File: config.mk
export PLATFORM = sky130hd
export DESIGN_NAME = lsa_aligner
export DESIGN_NICKNAME = d
export VERILOG_FILES = /design/src/rtl/lsa_pkg.sv /design/src/rtl/lsa_store_path.sv /design/src/rtl/lsa_load_path.sv /design/src/rtl/lsa_align_detect.sv /design/src/rtl/lsa_aligner.sv
export SDC_FILE = /design/constraint.sdc
export NUM_CORES = 1
export LEC_CHECK = 0
export BUFFER_PORTS_ARGS = -buffer_cell sky130_fd_sc_hd__buf_4
export CAP_MARGIN = 10
export CORE_MARGIN = 2
export CORE_UTILIZATION = 46
export CTS_CLUSTER_DIAMETER = 80
export DETAILED_ROUTE_END_ITERATION = 8
export PLACE_DENSITY = 0.84
export SETUP_SLACK_MARGIN = 0.4
export SLEW_MARGIN = 0
export SYNTH_ARGS = -nofsm -noshare
export SYNTH_HDL_FRONTEND = slang
export SYNTH_HIERARCHICAL = 1
export SYNTH_SLANG_ARGS = --single-unit
File: constraint.sdc
create_clock -name clk -period 0.8 [get_ports clk]
set_clock_uncertainty 0.1 [all_clocks]
set_input_delay 0.04 -clock clk [delete_from_list [all_inputs] [get_ports clk]]
set_output_delay 0.04 -clock clk [all_outputs]
set_load 0.02 [all_outputs]
File: src/rtl/lsa_pkg.sv
package lsa_pkg;

   typedef struct packed {
      logic is_store;
      logic is_byte;
   } lsa_ctrl_t;

   function automatic int unsigned lsa_log2(input int unsigned n);
      int unsigned r;
      r = 0;
      while ((32'd1 << r) < n) r++;
      return r;
   endfunction

endpackage

File: src/rtl/lsa_store_path.sv
module lsa_store_path #(
   parameter int DATA_W = 32,
   parameter int LANE_W = 8,
   localparam int LANES  = DATA_W / LANE_W,
   localparam int SEL_W  = lsa_pkg::lsa_log2(LANES)
) (
   input  lsa_pkg::lsa_ctrl_t ctrl,
   input  logic [SEL_W-1:0]   lane_sel,
   input  logic [DATA_W-1:0]  src,
   output logic [DATA_W-1:0]  wdata,
   output logic [LANES-1:0]   lane_we
);
   logic [DATA_W-1:0] repl;
   logic [LANES-1:0]  dec;

   for (genvar g = 0; g < LANES; g++) begin : g_lane
      assign repl[g*LANE_W +: LANE_W] = src[LANE_W-1:0];
      assign dec[g] = (lane_sel == g[SEL_W-1:0]);
   end

   always_comb begin
      wdata   = '0;
      lane_we = '0;
      if (ctrl.is_store) begin
         if (ctrl.is_byte) begin
            wdata   = repl;
            lane_we = dec;
         end else begin
            wdata   = src;
            lane_we = '1;
         end
      end
   end
endmodule

File: src/rtl/lsa_load_path.sv
module lsa_load_path #(
   parameter int DATA_W = 32,
   parameter int LANE_W = 8,
   localparam int LANES  = DATA_W / LANE_W,
   localparam int SEL_W  = lsa_pkg::lsa_log2(LANES)
) (
   input  lsa_pkg::lsa_ctrl_t ctrl,
   input  logic [SEL_W-1:0]   lane_sel,
   input  logic [DATA_W-1:0]  rdata,
   output logic [DATA_W-1:0]  result
);
   logic [LANE_W-1:0] lane_arr [LANES];
   logic [LANE_W-1:0] picked;

   for (genvar g = 0; g < LANES; g++) begin : g_split
      assign lane_arr[g] = rdata[g*LANE_W +: LANE_W];
   end

   assign picked = lane_arr[lane_sel];

   always_comb begin
      result = '0;
      if (!ctrl.is_store) begin
         if (ctrl.is_byte) result[LANE_W-1:0] = picked;
         else              result = rdata;
      end
   end
endmodule

File: src/rtl/lsa_align_detect.sv
module lsa_align_detect #(
   parameter int SEL_W = 2
) (
   input  lsa_pkg::lsa_ctrl_t ctrl,
   input  logic [SEL_W-1:0]   lane_sel,
   output logic               misalign
);
   assign misalign = !ctrl.is_byte && (|lane_sel);
endmodule

File: src/rtl/lsa_aligner.sv
module lsa_aligner #(
   parameter int DATA_W  = 32,
   parameter int LANE_W  = 8,
   parameter bit OUT_REG = 1'b1,
   localparam int LANES  = DATA_W / LANE_W,
   localparam int SEL_W  = lsa_pkg::lsa_log2(LANES)
) (
   input  logic              clk,
   input  logic              rst_n,
   input  logic [SEL_W-1:0]  addr_lo,
   input  logic              is_byte,
   input  logic              is_store,
   input  logic [DATA_W-1:0] st_data,
   input  logic [DATA_W-1:0] rd_data,
   output logic [DATA_W-1:0] bus_wdata,
   output logic [LANES-1:0]  bus_lane_we,
   output logic [DATA_W-1:0] reg_wdata,
   output logic              misalign
);
   if (DATA_W % LANE_W != 0) begin : g_bad_div
      $error("lsa_aligner: DATA_W must be a multiple of LANE_W");
   end
   if (LANES < 2 || (1 << SEL_W) != LANES) begin : g_bad_lanes
      $error("lsa_aligner: lane count must be a power of two of at least 2");
   end

   lsa_pkg::lsa_ctrl_t ctrl;
   assign ctrl.is_store = is_store;
   assign ctrl.is_byte  = is_byte;

   logic [DATA_W-1:0] nx_wdata, nx_rdata;
   logic [LANES-1:0]  nx_we;
   logic              nx_mis;

   lsa_store_path #(.DATA_W(DATA_W), .LANE_W(LANE_W)) u_st (
      .ctrl(ctrl), .lane_sel(addr_lo), .src(st_data),
      .wdata(nx_wdata), .lane_we(nx_we));

   lsa_load_path #(.DATA_W(DATA_W), .LANE_W(LANE_W)) u_ld (
      .ctrl(ctrl), .lane_sel(addr_lo), .rdata(rd_data), .result(nx_rdata));

   lsa_align_detect #(.SEL_W(SEL_W)) u_al (
      .ctrl(ctrl), .lane_sel(addr_lo), .misalign(nx_mis));

   if (OUT_REG) begin : g_reg
      always_ff @(posedge clk or negedge rst_n) begin
         if (!rst_n) begin
            bus_wdata   <= '0;
            bus_lane_we <= '0;
            reg_wdata   <= '0;
            misalign    <= 1'b0;
         end else begin
            bus_wdata   <= nx_wdata;
            bus_lane_we <= nx_we;
            reg_wdata   <= nx_rdata;
            misalign    <= nx_mis;
         end
      end
   end else begin : g_comb
      assign bus_wdata   = nx_wdata;
      assign bus_lane_we = nx_we;
      assign reg_wdata   = nx_rdata;
      assign misalign    = nx_mis;
   end
endmodule

==> metrics list, run 1 <==
- For this design, the slowest cell found on the critical path is dfrtp_1.
- The post-route netlist has approximately 74% of its cells at a drive strength greater than 1.
* Max-slew violation count: 0
- Synthesis inferred 69 register bits.
- Final WL: 11.5 mm
- WP data required: about 0.66 ns
- Summing the sequential cell areas from Yosys gives 60.4% of the chip area.
- Synthesis produced 221 cells.
- Int Pwr: 6.91 mW
- IR analysis of the VDD net gives a maximum drop of around 1.8 mV.
* Count of port buffers added during placement: about 140
- After synthesis, the netlist uses 32 different library cells.
* 1st-iter DRT viols: just under 200
- Via count: 2527
- The area growth from synthesis to layout is 86.4%.
* Final weighted congestion of routability-driven global placement: 0.870
- Antenna diode instance count: 0
- The multi-input combinational cells in the finished layout cover a total of 1530 µm².
- The hold violation count in the final report was about 140.
* Maximum operating frequency: 945 MHz
- In this run the clock root is driven by a clkbuf_8.
- Max Cap Viol: 0
- Setup repair after global routing could not meet its margin everywhere.
- Once detailed placement completed, the half-perimeter wirelength came to 5.65 mm.
- The Yosys step of the flow raised 6 warnings.
* Top-level port count: 139
- Final Critical Period: 1.06 ns
* Relative contribution of sequential cells to total power: between 30% and 40%
- Dividing the detail-routed via count by the number of cells gives 5.46.
- Post-Place Setup Slack: -0.222 ns
* Sequential cell area: 1730 µm²
- Per report_power, the combinational group accounts for 23.1% of the total.
- In this run the power spent charging and discharging nets is between 2 and 3 mW.
- Number of nets in the final layout: 453
- The floorplan has 28 rows.
* Worst setup path end: bus_wdata[13]
- Setup violations remaining at the end of the flow were counted as 69.
- In this run the number of cells on the critical path is 1.
* Maximum fanout encountered on the critical timing path: 1
* Hold WS: -0.442 ns
* Share of the clock period used by the worst path after layout: 132%
* Cell chain of the critical path: buf_6
* Mapped Avg Cell Area: 12.9 µm²
- The most critical setup path has its startpoint at bus_wdata[13]$_DFF_PN0_.
* Post-synthesis net count: 291
- Capturing element type of the critical path: primary output
* Detail Route Antenna Nets: 0
- Hold Path Class: input pin to asynchronous set/reset pin
- Data arrives at the worst endpoint at 0.92 ns.
- Final Util: 89.5%
- After layout, the worst setup slack is -0.258 ns.
- Clock tree from TritonCTS: built
- The checks that failed: negative hold slack, negative setup slack.
- The worst setup path is launched from a flip-flop.
- The run finished, with violations left.
- Number of sinks on the clock net: 69
- Of the total power, the clock network draws between 30% and 40%.
* Switching share of power: 27.3%
- By startpoint and endpoint, the worst setup path is classified as flip-flop to primary output.
- TritonCTS Buffers: 9
- Deepest level of the CTS H-tree: 3
- Static Leak: 2.61 nW
- Detailed-routing iteration count for the pre-antenna-repair pass: 4
- Total routing usage reported by global routing: 30.0%
- Sum of buffers and inverters on the critical path: 1
* Longest Clk Path Bufs: 2
- Dividing the detail-routed wire length by the instance count gives 24.8 µm.
- Reg clk slew, reported paths: 0.08 ns
- In this run, placement finished with an instance count of 438.
- Power per cell area: 1780 nW/µm²
- The number of global-route vias before repair is 2780.
- The die covers 6860 µm².
- Maximum number of pins on one net before global-route repair: 46
- Total congestion overflow: 0
- Once layout is complete, the cells apart from fillers number 463.
* Count of filler cells inserted in the layout: between 200 and 250
* Die width: 82.8 µm
- Height of the die: 82.8 µm
- The first global-routing pass estimated 15.7 mm of wire.
* Standard cell core area: 5960 µm²
- Cell area after synthesis: 2860 µm²
- In this run the tightest slew margin relative to its limit is 79.3%.
* Slew of the pin with the lowest slew margin: just over 0.3 ns
- DR DRC count: 0
- Largest stage delay on the critical path: 0.42 ns
- Effective utilization at floorplan: 48.0%
* Antenna violations before repair: 0
* Family with the most delay on the worst path: flip-flops
==> cell type report <==
type | count | area share, %
timing repair buffer | 164 | 32.6
tap | 75 | 1.76
inverter | 1 | 0.0704
multi-input combinational | 138 | 28.7
sequential | 69 | 32.4
clock buffer | 10 | 2.39
clock inverter | 6 | 2.09
==> synth_stat cells <==
library cell	instances	area [µm²]
dfrtp_1	69	1730
and2_1	33	206
nand2b_1	26	163
a21boi_2	14	158
a21boi_1	12	90.1
nor2_1	8	30.0
nor3_1	6	30.0
buf_2	5	25.0
buf_6	5	56.3
nand2_4	5	56.3
o22ai_1	5	31.3
mux2_2	4	45.0
nand2_2	3	18.8
a2111oi_2	2	30.0
a211oi_1	2	15.0
clkbuf_1	2	7.51
nand2_1	2	7.51
nand3b_2	2	22.5
nor2b_1	2	12.5
o21ai_2	2	17.5
a21boi_0	1	7.51
and3_1	1	6.26
buf_8	1	15.0
inv_1	1	3.75
mux2_1	1	11.3
mux2i_1	1	10.0
nand3b_1	1	7.51
nor2_2	1	6.26
nor4_2	1	12.5
o21a_4	1	15.0
o21ai_0	1	5.00
o21ba_1	1	10.0
==> power by group through the flow <==
stage / Sequential, mW / Combinational [mW] / Clock [mW]
global placement: 3.79 / 1.56 / 0
CTS: 3.77 / 2.00 / 3.44
floorplan: 4.04 / 0.535 / 0
finish: 3.78 / 2.19 / 3.53
global route: 3.79 / 2.27 / 3.73
detailed placement: 3.80 / 1.60 / 0
==> per-layer routing <==
layer | wire length [µm] | global-route usage, %
met2 | 6240 | 53.0
met4 | 334 | 13.1
met3 | 603 | 5.96
met1 | 4300 | 35.2
met5 | 0 | 0
==> kinds of logic (layout without fill, tap and decap cells) <==
family / after synthesis / count (layout) / share of synthesized area, %
AND/OR/NAND/NOR: 91 / 91 / 20.3
AO/OA/AOI/OAI: 41 / 41 / 13.3
multiplexers: 6 / 6 / 2.32
flip-flops: 69 / 69 / 60.4
buffers and inverters: 14 / 181 / 3.76
==> timing repair <==
action                     CTS  global route
buffers inserted             3             1
pin swaps                   44            28
cloned                       5             0
setup endpoints to repair  131           130
gates resized for setup    136            34
hold endpoints to repair   137           137
==> cells in the final DEF, fill, tap and decap left out, types with 4 or more instances in the layout <==
cell	netlist	layout
o22ai_2	0	4
nor2_4	0	6
dfrtp_1	69	69
nand2_4	5	4
buf_16	0	5
nand2b_1	26	4
and2_1	33	9
and2_4	0	24
buf_6	5	77
a21boi_2	14	25
buf_12	0	8
buf_4	0	72
nand2_8	0	4
clkbuf_8	0	9
nand2b_4	0	22
nor3_2	0	5
==> stage by stage <==
step                      hold slack [ns]  TNS [ns]  power (mW)  cell area [µm²]
final                              -0.442    -14.31        9.51             5330
after global placement            -0.0780     -3.40        5.35             4230
after CTS                          -0.438    -13.91        9.20             5140
after global routing               -0.442    -16.39        9.79             5330
after floorplan                    -0.356    -0.766        4.57             3090
after detailed placement          -0.0685     -4.18        5.39             4230
==> worst min-delay path by stage <==
| stage | startpoint | endpoint | slack, ns | cells after the start |
|---|---|---|---|---|
| finish | rst_n | bus_wdata[17]$_DFF_PN0_ | -0.44 | 2 |
| CTS | rst_n | reg_wdata[21]$_DFF_PN0_ | -0.44 | 2 |
| global placement | rst_n | bus_wdata[7]$_DFF_PN0_ | -0.08 | 2 |
| floorplan | rst_n | bus_lane_we[0]$_DFF_PN0_ | -0.36 | 0 |
| detailed placement | rst_n | bus_wdata[7]$_DFF_PN0_ | -0.07 | 2 |
| global route | rst_n | reg_wdata[26]$_DFF_PN0_ | -0.44 | 2 |
==> registers in the layout, summed over array words and instances, names as in the netlist <==
signal and flops:
bus_wdata 32, bus_lane_we 4, reg_wdata 32, misalign 1
Power figures use the tool's default switching activity.
==> run 2, diff against run 1 <==
--- a/config.mk
+++ b/config.mk
@@ -7,11 +7,15 @@
 export LEC_CHECK = 0
 export BUFFER_PORTS_ARGS = -buffer_cell sky130_fd_sc_hd__buf_4
 export CAP_MARGIN = 10
+export CELL_PAD_IN_SITES_DETAIL_PLACEMENT = 1
+export CELL_PAD_IN_SITES_GLOBAL_PLACEMENT = 2
+export CORE_ASPECT_RATIO = 0.6
 export CORE_MARGIN = 2
-export CORE_UTILIZATION = 46
+export CORE_UTILIZATION = 28
 export CTS_CLUSTER_DIAMETER = 80
 export DETAILED_ROUTE_END_ITERATION = 8
-export PLACE_DENSITY = 0.84
+export PLACE_DENSITY = 0.83
+export RECOVER_POWER = 25
 export SETUP_SLACK_MARGIN = 0.4
 export SLEW_MARGIN = 0
 export SYNTH_ARGS = -nofsm -noshare
==> run 2 against run 1 <==
Against the previous run:
- highest routed layer unchanged
- non-clock buffer count up 22
- the flow still finishes with violations (negative hold slack, negative setup slack)
- setup slack improved by 0.017 ns
- worst hold slack gained 0.078 ns
- largest power group is now the clock network
- clock power rose by 26%
==> metrics list, run 2 (synthesized netlist as in run 1, its figures left out) <==
* Status: complete, but fails checks
- The final reports fail on negative hold slack, negative setup slack.
* Switching share of power: 25.7% (-1.6 points)
- Top library cells by usage in the layout, fill and taps aside: 89 x buf_6, 75 x buf_4, 69 x dfrtp_1, 25 x nand2b_4
- Worst setup path category: flip-flop to primary output
- Longest Clk Path Bufs: 2 (unchanged)
- The number of remaining DRC errors came to 0 (unchanged).
- The global routing usage summed across all routing layers is 21.2% (-8.8 points).
* Relative contribution of sequential cells to total power: 35.6% (-4.2 points)
- Number of placed instances, taps included: 498 (+14%)
- The number of vias in the routed layout was 2477 (-2.0%).
- The net switching power of the design came to 2.73 mW (+5.4%).
- The logic gate share of total power is 22.7% (-0.4 points).
* Post-route worst setup slack: -0.240 ns (+0.0174 ns)
- Capturing element type of the critical path: primary output
- The total power density per cell area was 1820 nW/µm² (+2.1%).
- Routed via count divided by cell count: 4.54 (-17%)
- The y dimension of the die is 82.3 µm (-0.68%).
- Most common library cell in the layout ignoring fill and taps: buf_6
- The number of DRC violations after detailed-routing iteration 0 was 119 (-40%).
- Share of the clock period used by the worst path after layout: 130% (-2.2 points)
- Die width: 134 µm (+62%)
* IR Drop Worst-Case VDD: 1.12 mV (-38%)
- Wire length of the first global-routing pass: 16.9 mm (+7.8%)
- The largest registers in the layout are bus_wdata (32), reg_wdata (32), bus_lane_we (4).
* Reg clk slew, reported paths: 0.06 ns (-0.02 ns)
- The top-level I/O count was 139 (unchanged).
- The worst-case headroom to the max-slew limit was 52.6% (-27 points).
- The global-route congestion overflow total is 0 (unchanged).
- The final-report max-slew violation count was 0 (unchanged).
- Share of power burned in the clock network: 41.7% (+4.5 points)
* Deepest level of the CTS H-tree: 3 (unchanged)
- Static Leak: 2.83 nW (+8.7%)
- The maximum net fanout on the critical path was 1 (unchanged).
- The routed wirelength normalized by instance count was 22.8 µm (-8.0%).
- The final weighted congestion in routability-driven placement came to 0.761 (-13%).
- Detail Route Antenna Nets: 0 (unchanged)
* Antenna violations before repair: 0 (unchanged)
- Full die area: 11100 µm² (+61%)
* Number of failing setup endpoints in the final timing report: 71 (+2.9%)
- Synth-to-layout area growth: 104%
- The diode insertion count for antenna repair is 0 (unchanged).
- The arrival time of data at the critical path endpoint was 0.90 ns (-0.02 ns).
- The worst hold slack was -0.364 ns (+0.0781 ns).
- The cell family contributing the most delay on the critical path is flip-flops.
- Share of cells above drive strength 1: 77.1% (+2.6 points)
- WP data required: 0.66 ns (about the same)
- The largest individual stage delay along the critical path comes from the cell dfrtp_1.
- The starting utilization of the core area was 28.9% (-19 points).
- Maximum number of pins on one net before global-route repair: 31 (-33%)
* Worst setup SP type: flip-flop
* TritonCTS Buffers: 9 (unchanged)
- Int Pwr: 7.90 mW (+14%)
- The count of standard-cell rows was 28 (unchanged).
* Final design area excluding fillers: 5840 µm² (+9.6%)
* Slew of the pin with the lowest slew margin: 0.712 ns (+0.401 ns)
- The length of the first detailed-routing pass in iterations came to 4 (unchanged).
* Count of filler cells inserted in the layout: 940 (+310%)
- The share of the core filled with cells in the final layout was 59.1% (-30 points).
* Max Cap Viol: 0 (unchanged)
- The critical path's largest stage delay is 0.42 ns (about the same).
* Clock root cell: clkbuf_16
- Number of nets in the final layout: 475 (+4.9%)
* Count of port buffers added during placement: 138 (unchanged)
- Maximum operating frequency: 961 MHz (+1.7%)
- The post-route non-filler standard cell count came to 545 (+18%).
- The setup slack at placement is -0.295 ns (-0.0738 ns).
* Detailed placer's ending HPWL: 6.73 mm (+19%)
* Number of sinks on the clock net: 69 (unchanged)
* RSZ-0062 raised after global routing: yes
- Final Critical Period: 1.04 ns (-0.0174 ns)
- Cell chain of the critical path: buf_6
* Critical Path Start: reg_wdata[0]$_DFF_PN0_
- Sum of buffers and inverters on the critical path: 1 (unchanged)
- The post-detailed-routing wire length came to 12.4 mm (+8.4%).
* Number of hold-slack violations in the final timing report: 77 (-44%)
- Hold Path Class: input pin to asynchronous set/reset pin
* Number of global-route vias before repair: 2823 (+1.5%)
- Standard cell core area: 9880 µm² (+66%)
- TritonCTS built the clock tree.
* Placement-stage cell area: 4330 µm² (+2.4%)
==> run 2: changes by cell type in the layout (fill, tap and decap cells not counted), moves of 3 or more <==
cell	change
buf_16	+3
buf_6	+12
buf_4	+3
clkbuf_16	+10
nand2b_1	-3
nand2b_4	+3
clkbuf_8	-7
nor2_4	-3
==> run 2: final cells by class <==
type	instances	area [µm²]	area share, %
clock buffers	11	253	4.33
clock inverters	5	81.3	1.39
inverters	1	3.75	0.0643
multi-input cells	138	1570	26.9
flip-flops and latches	69	1730	29.6
well taps	135	169	2.89
repair buffers	186	2030	34.8
==> run 2: how the worst max path moves through the flow <==
stage                                   endpoint  cells after the start
after global placement    reg_wdata[6]$_DFF_PN0_                      4
after CTS                           reg_wdata[5]                      1
after global routing                reg_wdata[0]                      1
after detailed placement  reg_wdata[6]$_DFF_PN0_                      4
final                               reg_wdata[0]                      1
after floorplan           reg_wdata[0]$_DFF_PN0_                      5
==> run 2: power groups by stage <==
stage / clock [mW] / combinational [mW] / sequential [mW]
3_5_place_dp: 0 / 1.65 / 3.80
3_3_place_gp: 0 / 1.61 / 3.80
4_1_cts: 4.54 / 2.18 / 3.78
6_report: 4.44 / 2.42 / 3.78
5_1_grt: 4.70 / 2.53 / 3.80
2_1_floorplan: 0 / 0.535 / 4.04
==> run 2: stage by stage <==
stage | power [mW] | setup TNS (ns)
5_1_grt | 11.0 | -16.68
3_3_place_gp | 5.41 | -4.05
2_1_floorplan | 4.57 | -0.766
4_1_cts | 10.5 | -13.24
6_report | 10.6 | -12.51
3_5_place_dp | 5.45 | -5.43
==> run 2: what timing repair did <==
| item | CTS | global route |
|---|---|---|
| endpoints found under the hold margin | 137 | 136 |
| gates cloned | 7 | 1 |
| setup endpoints to repair | 130 | 129 |
| setup buffers | 14 | 9 |
| pin swaps | 24 | 27 |
| resized for setup | 157 | 34 |
==> run 2: routing by layer <==
| metal | up-vias | share of wire, % | routed length, µm | GRT usage, % |
|---|---|---|---|---|
| li1 | 1105 | - | - | - |
| met1 | 1265 | 43 | 5330 | 26.6 |
| met2 | 95 | 51 | 6290 | 37.3 |
| met3 | 12 | 5.1 | 638 | 5.07 |
| met4 | 0 | 1.3 | 167 | 5.47 |
| met5 | - | 0 | 0 | 0 |
